--- src/rtl/wdt_pkg.sv ---
package wdt_pkg;
  localparam int CNT_W  = 10;
  localparam int DATA_W = 16;
  localparam int ADDR_W = 5;
  localparam logic [CNT_W-1:0] INIT_RESET = CNT_W'(4);
  localparam logic [CNT_W-1:0] INIT_MIN   = CNT_W'(4);

  localparam logic [ADDR_W-1:0] OFF_RELOAD = 5'h00;
  localparam logic [ADDR_W-1:0] OFF_STS1   = 5'h04;
  localparam logic [ADDR_W-1:0] OFF_STS2   = 5'h06;
  localparam logic [ADDR_W-1:0] OFF_CTL1   = 5'h08;
  localparam logic [ADDR_W-1:0] OFF_CTL2   = 5'h0A;
  localparam logic [ADDR_W-1:0] OFF_INIT   = 5'h12;

  localparam int BIT_HALT   = 11;
  localparam int BIT_NORB   = 0;
  localparam int BIT_TO     = 3;
  localparam int BIT_SECOND = 1;
  localparam int BIT_BOOT   = 2;
  localparam int BIT_INTEN  = 0;

  typedef struct packed {
    logic             reload;
    logic             halt;
    logic [CNT_W-1:0] initVal;
  } ctlStb_t;
endpackage

--- src/rtl/wdt_count.sv ---
module wdt_count
  import wdt_pkg::*;
#(
  parameter int TICK_DIV = 30_000_000
) (
  input  logic             clk,
  input  logic             rstN,
  input  ctlStb_t          stb,
  output logic             expire,
  output logic [CNT_W-1:0] count
);
  localparam int DIV_W = (TICK_DIV > 2) ? $clog2(TICK_DIV) : 1;
  localparam logic [DIV_W-1:0] DIV_LAST = DIV_W'(TICK_DIV - 1);

  logic [DIV_W-1:0] tickCnt;
  logic             tick;
  logic             step;

  assign tick   = (tickCnt == DIV_LAST);
  assign step   = tick && !stb.halt;
  assign expire = step && (count == '0) && !stb.reload;

  always_ff @(posedge clk or negedge rstN) begin
    if (!rstN) tickCnt <= '0;
    else if (tick) tickCnt <= '0;
    else tickCnt <= tickCnt + 1'b1;
  end

  always_ff @(posedge clk or negedge rstN) begin
    if (!rstN) count <= INIT_RESET;
    else if (stb.reload) count <= stb.initVal;
    else if (step) begin
      if (count == '0) count <= stb.initVal;
      else count <= count - 1'b1;
    end
  end

  // a reload strobe loads the start value, ahead of any tick
  a_r5_reload_wins: assert property (@(posedge clk) disable iff (!rstN)
    stb.reload |=> count == $past(stb.initVal));

  // a halted counter holds its value
  a_r4_halt_freeze: assert property (@(posedge clk) disable iff (!rstN)
    (stb.halt && !stb.reload) |=> $stable(count));

  // an expiry restarts the count from the start value
  a_r5_expire_reload: assert property (@(posedge clk) disable iff (!rstN)
    expire |=> count == $past(stb.initVal));
endmodule

--- src/rtl/wdt_ctrl.sv ---
module wdt_ctrl
  import wdt_pkg::*;
(
  input  logic              clk,
  input  logic              rstN,
  input  logic              porN,
  input  logic              wrEn,
  input  logic [ADDR_W-1:0] addr,
  input  logic [DATA_W-1:0] wrData,
  input  logic              expire,
  input  logic [CNT_W-1:0]  count,
  output ctlStb_t           stb,
  output logic [DATA_W-1:0] rdData,
  output logic              irq,
  output logic              resetReq
);
  logic             halt, noReboot, intEn;
  logic             timeoutSts, secondSts, bootSts;
  logic [CNT_W-1:0] initVal;
  logic             wrCtl1, wrCtl2, wrInit, wrSts1, wrSts2;
  logic             firstHit, secondHit, fireReset;

  assign wrCtl1 = wrEn && (addr == OFF_CTL1);
  assign wrCtl2 = wrEn && (addr == OFF_CTL2);
  assign wrInit = wrEn && (addr == OFF_INIT) && (wrData[CNT_W-1:0] >= INIT_MIN);
  assign wrSts1 = wrEn && (addr == OFF_STS1);
  assign wrSts2 = wrEn && (addr == OFF_STS2);

  assign firstHit  = expire && !timeoutSts;
  assign secondHit = expire && timeoutSts;
  assign fireReset = secondHit && !noReboot;

  assign stb.reload  = wrEn && (addr == OFF_RELOAD) && (wrData == DATA_W'(1));
  assign stb.halt    = halt;
  assign stb.initVal = initVal;

  always_ff @(posedge clk or negedge rstN) begin
    if (!rstN) begin
      halt     <= 1'b1;
      noReboot <= 1'b1;
      intEn    <= 1'b0;
      initVal  <= INIT_RESET;
    end else begin
      if (wrCtl1) begin
        halt     <= wrData[BIT_HALT];
        noReboot <= wrData[BIT_NORB];
      end
      if (wrCtl2) intEn <= wrData[BIT_INTEN];
      if (wrInit) initVal <= wrData[CNT_W-1:0];
    end
  end

  always_ff @(posedge clk or negedge rstN) begin
    if (!rstN) begin
      timeoutSts <= 1'b0;
      secondSts  <= 1'b0;
      resetReq   <= 1'b0;
    end else begin
      if (firstHit) timeoutSts <= 1'b1;
      else if (wrSts1 && wrData[BIT_TO]) timeoutSts <= 1'b0;
      if (secondHit) secondSts <= 1'b1;
      else if (wrSts2 && wrData[BIT_SECOND]) secondSts <= 1'b0;
      if (fireReset) resetReq <= 1'b1;
    end
  end

  always_ff @(posedge clk or negedge porN) begin
    if (!porN) bootSts <= 1'b0;
    else if (fireReset) bootSts <= 1'b1;
    else if (wrSts2 && wrData[BIT_BOOT]) bootSts <= 1'b0;
  end

  assign irq = intEn && timeoutSts;

  always_comb begin
    rdData = '0;
    unique case (addr)
      OFF_RELOAD: rdData[CNT_W-1:0] = count;
      OFF_STS1:   rdData[BIT_TO] = timeoutSts;
      OFF_STS2:   begin
        rdData[BIT_SECOND] = secondSts;
        rdData[BIT_BOOT]   = bootSts;
      end
      OFF_CTL1:   begin
        rdData[BIT_HALT] = halt;
        rdData[BIT_NORB] = noReboot;
      end
      OFF_CTL2:   rdData[BIT_INTEN] = intEn;
      OFF_INIT:   rdData[CNT_W-1:0] = initVal;
      default:    rdData = '0;
    endcase
  end

  // the stored start value is never below the legal minimum
  a_r2_init_legal: assert property (@(posedge clk) disable iff (!rstN)
    initVal >= INIT_MIN);

  // an expiry leaves the timeout flag set
  a_r6_first_sets: assert property (@(posedge clk) disable iff (!rstN)
    expire |=> timeoutSts);

  // a second expiry with reboot allowed requests reset
  a_r7_second_reset: assert property (@(posedge clk) disable iff (!rstN)
    (expire && timeoutSts && !noReboot) |=> (resetReq && secondSts));

  // the reset request holds until warm reset
  a_r7_req_sticky: assert property (@(posedge clk) disable iff (!rstN)
    resetReq |=> resetReq);

  // the boot flag rises only together with a reset request
  a_r8_boot_with_req: assert property (@(posedge clk) disable iff (!rstN)
    $rose(bootSts) |-> $rose(resetReq));
endmodule

--- src/rtl/twostage_watchdog.sv ---
module twostage_watchdog
  import wdt_pkg::*;
#(
  parameter int TICK_DIV = 30_000_000
) (
  input  logic        clk,
  input  logic        rstN,
  input  logic        porN,
  input  logic        wrEn,
  input  logic [4:0]  addr,
  input  logic [15:0] wrData,
  output logic [15:0] rdData,
  output logic        irq,
  output logic        resetReq
);
  ctlStb_t          stb;
  logic             expire;
  logic [CNT_W-1:0] count;

  wdt_ctrl i_ctrl (
    .clk(clk), .rstN(rstN), .porN(porN), .wrEn(wrEn), .addr(addr),
    .wrData(wrData), .expire(expire), .count(count), .stb(stb),
    .rdData(rdData), .irq(irq), .resetReq(resetReq)
  );

  wdt_count #(.TICK_DIV(TICK_DIV)) i_count (
    .clk(clk), .rstN(rstN), .stb(stb), .expire(expire), .count(count)
  );
endmodule

--- config.mk ---
export PLATFORM = sky130hd
export DESIGN_NAME = twostage_watchdog
export DESIGN_NICKNAME = d
export VERILOG_FILES = /design/src/rtl/wdt_pkg.sv /design/src/rtl/wdt_count.sv /design/src/rtl/wdt_ctrl.sv /design/src/rtl/twostage_watchdog.sv
export SDC_FILE = /design/constraint.sdc
export NUM_CORES = 1
export LEC_CHECK = 0
export BUFFER_PORTS_ARGS = -buffer_cell sky130_fd_sc_hd__clkbuf_2
export CAP_MARGIN = 20
export CELL_PAD_IN_SITES_DETAIL_PLACEMENT = 1
export CELL_PAD_IN_SITES_GLOBAL_PLACEMENT = 1
export CORE_ASPECT_RATIO = 0.7
export CORE_UTILIZATION = 40
export CTS_CLUSTER_SIZE = 16
export DETAILED_ROUTE_END_ITERATION = 8
export PLACE_DENSITY = 0.83
export SYNTH_ARGS = -nofsm -noshare
export SYNTH_HDL_FRONTEND = slang
export SYNTH_SLANG_ARGS = --single-unit
--- constraint.sdc ---
create_clock -name clk -period 2.2 [get_ports clk]
set_clock_uncertainty 0.05 [all_clocks]
set_input_delay 0.11 -clock clk [delete_from_list [all_inputs] [get_ports clk]]
set_output_delay 0.11 -clock clk [all_outputs]
set_load 0.05 [all_outputs]
# Word level (Yosys, flattened, before mapping)
# Index checks and enable logic that the tools add are counted.
[word_totals]
output_inout_bits = 18
wordCells = 63
regBits = 52
[op_classes]
n_lt_le_gt_ge = 1
n_eq_ne = 7
n_reduce_logical = 28
add_sub_neg = 2
mux = 15
[op_table]
columns = ["cell", "count"]
rows = [
  ["$mux 10", 3],
  ["$add 25x1->25 const B", 1],
  ["$eq 25x25->1 const B", 1],
  ["$mux 25", 1],
  ["$logic_and 1x1->1", 18],
  ["$eq 16x1->1 const B", 1],
  ["$pmux 6 s2", 1],
  ["$eq 5x3->1 const B", 2],
  ["$eq 5x4->1 const B", 2],
  ["$ge 10x3->1 const B", 1],
  ["$logic_not 10->1", 1],
  ["$sub 10x1->10 const B", 1],
  ["$reduce_bool 2->1", 4],
  ["$mux 1", 7],
  ["$pmux 2 s3", 1],
  ["$eq 5x5->1 const B", 1],
  ["$logic_not 5->1", 1],
  ["$logic_not 1->1", 4],
  ["$pmux 1 s4", 1],
  ["$pmux 1 s3", 1],
]

# Longest topological paths before layout
[depth]
word_depth = 8
mapped_depth = 7

# Cells and area by module
# A second synthesis with hierarchy kept.
[unflattened]
hier_cells = 281
hier_area_um2 = 2989.1
[modules_own_cells]
columns = ["module", "seq_area_each_um2", "cells_per_inst", "instances", "area_per_inst_um2"]
rows = [
  ["wdt_count", 877.1, 196, 1, 1973.1],
  ["wdt_ctrl", 429.2, 85, 1, 1016.0],
]

# Worst setup path before layout
# No wires, ideal clock.
[synth_timing]
path_type = "reg2reg"
startpoint = "reg i_count.tickCnt[0]"
endpoint = "reg i_count.count[9]"
arrival_time_ps = 2073
stages_incl_launch_ff = 7
path_slack_ps = -43
setup_time_ps = 120
required_ps = 2030
cell_sequence = "dfrtp_1 ha_1 and4_4 nand3_4 or4_4 or4b_1 and3_1"
[synth_via]
elab_chain_cells = 3
[synth_rtl]
columns = ["item", "line_no", "rtl"]
rows = [
  ["start, declared", "wdt_count.sv:15", "logic [DIV_W-1:0] tickCnt;"],
  ["start signal, assigned", "wdt_count.sv:26", "else tickCnt <= tickCnt + 1'b1;"],
  ["$eq 25x25->1", "wdt_count.sv:19", "assign tick = (tickCnt == DIV_LAST);"],
  ["$logic_and 1x1->1", "wdt_count.sv:20", "assign step = tick && !stb.halt;"],
  ["$reduce_bool 2->1 (no source line)", "n/a", ""],
  ["end signal, assigned", "wdt_count.sv:31", "else if (stb.reload) count <= stb.initVal;"],
  ["end signal, assigned", "wdt_count.sv:33", "if (count == '0) count <= stb.initVal;"],
  ["end signal, assigned", "wdt_count.sv:34", "else count <= count - 1'b1;"],
  ["end, declared", "wdt_count.sv:10", "output logic [CNT_W-1:0] count"],
]
# No other way between the ends.
# A chain may end at the register's enable or synchronous reset.

# Worst setup path after layout
[layout_timing]
startpoint = "reg i_count.tickCnt[10]"
endpoint = "reg i_count.count[9]"
# Same word-level chain as after synthesis.

==> metrics.csv <==
metric,value,unit
kind of critical path,register to register,
crit-path cells,"nor4_2, nand2_1, or4_4, or4b_4, and3_4",
final critical-path share of the clock period,107,%
first-pass GRT wire length,15200,um
Chip Height,73.5,um
HP Class,input pin to register,
Final Slew Violations,0,
FP Rows,25,
Synth top area share,41.1,%
Post-Syn Instances,289,
"area leader, netlist",dfrtp_1,
# H-tree levels,2,
vias in the first global route,2807,
Final WS setup,-0.158,ns
Final #Nets,403,
Routed WL per cell,21.4,um
Remaining DRCs,0,
drt first pass iters,5,
RePlAce Congestion,0.933,
Longest Clk Path Bufs,2,
Crit Path Max Fanout,4,
CTS tree,done,
I/O Buffers,37,
most common cell in the netlist,dfrtp_1,
violated checks,setup timing,
max-cap viol count,0,
Finished Layout Cells,470,
ranking of synthesized cells by area,"dfrtp_1 41%, mux2_2 4.6%, nor2_1 3.7%",
WP data arrival,2.52,ns
slew margin rel.,52.8,%
prevailing post-synth register cell,dfrtp_1,
io pins,43,
initial antenna violation count,0,
drt total wl,10100,um
"Seq/Total Area, Yosys",44.7,%
final setup violation count,2,
RSZ-0062 raised after global routing,true,
max frequency,424,MHz
total gr overflow,0,
total power,1.96,mW
Die Area,7660,sq um
hpwl dp,6780,um
Ant. Diodes,0,
post-synthesis cell type count,58,
Clock transition at path regs,0.11,ns
Critical Path Source Type,register,
worst-skew pair later-pin latency,0.31,ns
Core Footprint,6910,sq um
VDD IR-drop max,413,uV
slowest cell on the critical path,or4_4,
largest net degree at the start of global routing,27,
layout cell share with drive strength beyond 1,33.5,%
Root Buffer,clkbuf_8,
Async SR Flop Fraction,100,%
Pwr per Cell Area,522,nW/um^2
"Cell Area, Synth",2920,sq um
Yosys Warn Count,0,
setup tns final,-0.263,ns
CP Data Required Time,2.37,ns
Synth top cells by count,"48 x dfrtp_1, 29 x nor2_1, 16 x nand3_1",
Routed Antenna Nets,0,
GRT Overall Usage,26.0,%
final hold vios,0,
initial core utilization,42.3,%
Die Wd,104,um
Mean Syn Cell Area,10.1,sq um
Slew @ Worst Pin,0.708,ns
CP Capture Type,register,
CP max stage delay,0.57,ns
final non-filler cell area,3770,sq um
CTS buffer count,5,
Post-synth EDFFs,0,
LEAKAGE,1.74,nW
Seq cells post-synth,52,
initial drt markers,220,
total number of vias,2780,
area delta synth->final,28.9,%
Via density,5.91,
Cells after DPL,446,
Clock Sink Count,52,
DP Area,3460,sq um
min Tclk post-route,2.36,ns
status,"complete, but fails checks",
-- final timing paths --
check                                    start                 to  slack [ns]  cells after the start
min                                  wrData[0]       i_ctrl.intEn        0.03                      2
max in group asynchronous                 rstN  i_ctrl.initVal[2]        1.12                      3
max reg2reg                i_count.tickCnt[10]   i_count.count[9]       -0.16                      5
min reg2reg                    i_ctrl.resetReq    i_ctrl.resetReq        0.45                      1
max                        i_count.tickCnt[10]   i_count.count[9]       -0.16                      5
min in group asynchronous                 porN     i_ctrl.bootSts        0.06                      2
-- sequential cells by signal, summed over array words and instances, names as in the netlist --
| name | cells |
|---|---|
| i_ctrl.resetReq | 1 |
| i_count.count | 10 |
| i_ctrl.timeoutSts | 1 |
| i_ctrl.bootSts | 1 |
| i_ctrl.halt | 1 |
| i_ctrl.noReboot | 1 |
| i_count.tickCnt | 25 |
| i_ctrl.secondSts | 1 |
| i_ctrl.intEn | 1 |
| i_ctrl.initVal | 10 |
-- final cells by class --
type,count,area (sq um)
well taps,94,118
repair buffers,88,613
clock buffers,5,68.8
clock inverters,3,46.3
flip-flops and latches,52,1310
fillers,773,3150
inverters,8,30.0
multi-input cells,220,1580
-- kinds of logic (layout without fill, tap and decap cells) --
family,Yosys count,after routing,share of synthesized area (%)
compound gates,49,49,12.6
xor+xnor,22,22,6.60
fa+ha+maj,3,3,1.28
buf+inv,21,104,3.38
flops,52,52,44.7
mux,15,15,5.65
other cells,1,5,0.128
simple gates,126,126,25.7
-- what timing repair did --
item                       4_1_cts  5_1_grt
resized for setup                2        7
hold buffers                     8        0
setup buffers                    4        4
setup endpoints to repair        6       11
hold endpoints to repair        31        0
pin swaps                        1        3
-- per-layer routing --
layer / wire (um) / vias up / track usage, % / part of all wire (%)
met5: 0 / - / 0 / 0
met4: 175 / 0 / 7.78 / 1.7
met3: 750 / 20 / 6.12 / 7.4
met2: 4750 / 120 / 40.1 / 47
met1: 4400 / 1405 / 36.6 / 44
li1: - / 1235 / - / -
-- layout by cell type (no fill, tap or decap), types with 3 or more instances in the layout --
| cell | n |
|---|---|
| a211oi_1 | 3 |
| a22o_1 | 6 |
| a22oi_1 | 3 |
| and2_1 | 9 |
| and3_1 | 5 |
| and3_2 | 3 |
| buf_4 | 41 |
| clkbuf_2 | 37 |
| clkbuf_8 | 5 |
| conb_1 | 5 |
| dfrtp_1 | 48 |
| dfstp_2 | 4 |
| dlygate4sd3_1 | 8 |
| inv_1 | 8 |
| mux2_2 | 12 |
| mux2i_1 | 3 |
| nand2_1 | 15 |
| nand3_1 | 16 |
| nand4_1 | 13 |
| nor2_1 | 29 |
| nor3_1 | 5 |
| nor4_1 | 3 |
| nor4_2 | 3 |
| o21ai_0 | 9 |
| o22a_1 | 3 |
| xnor2_1 | 11 |
| xor2_1 | 11 |
-- report_power, final --
group | switching, mW | internal [mW] | leakage [nW]
Clock | 0.361 | 0.346 | 0.0600
Combinational | 0.0998 | 0.0767 | 1.02
Sequential | 0.0699 | 1.01 | 0.664
Total | 0.530 | 1.43 | 1.74
-- stage by stage --
step / utilization [%] / hold slack, ns / setup WS (ns)
floorplan: - / -0.236 / -0.0110
global placement: 50.1 / -0.162 / 0.0185
detailed placement: 50.1 / -0.164 / -0.0600
CTS: 53.5 / 0.00270 / -0.101
global route: 54.5 / 0.0267 / -0.207
finish: 54.5 / 0.0262 / -0.158
-- critical path: cells and delay by family (launching register included) --
family | cells | cell delay, ns
DFF | 1 | 0.44
and+or+nand+nor | 5 | 1.77
No activity file was read; power rests on OpenSTA's default activity.
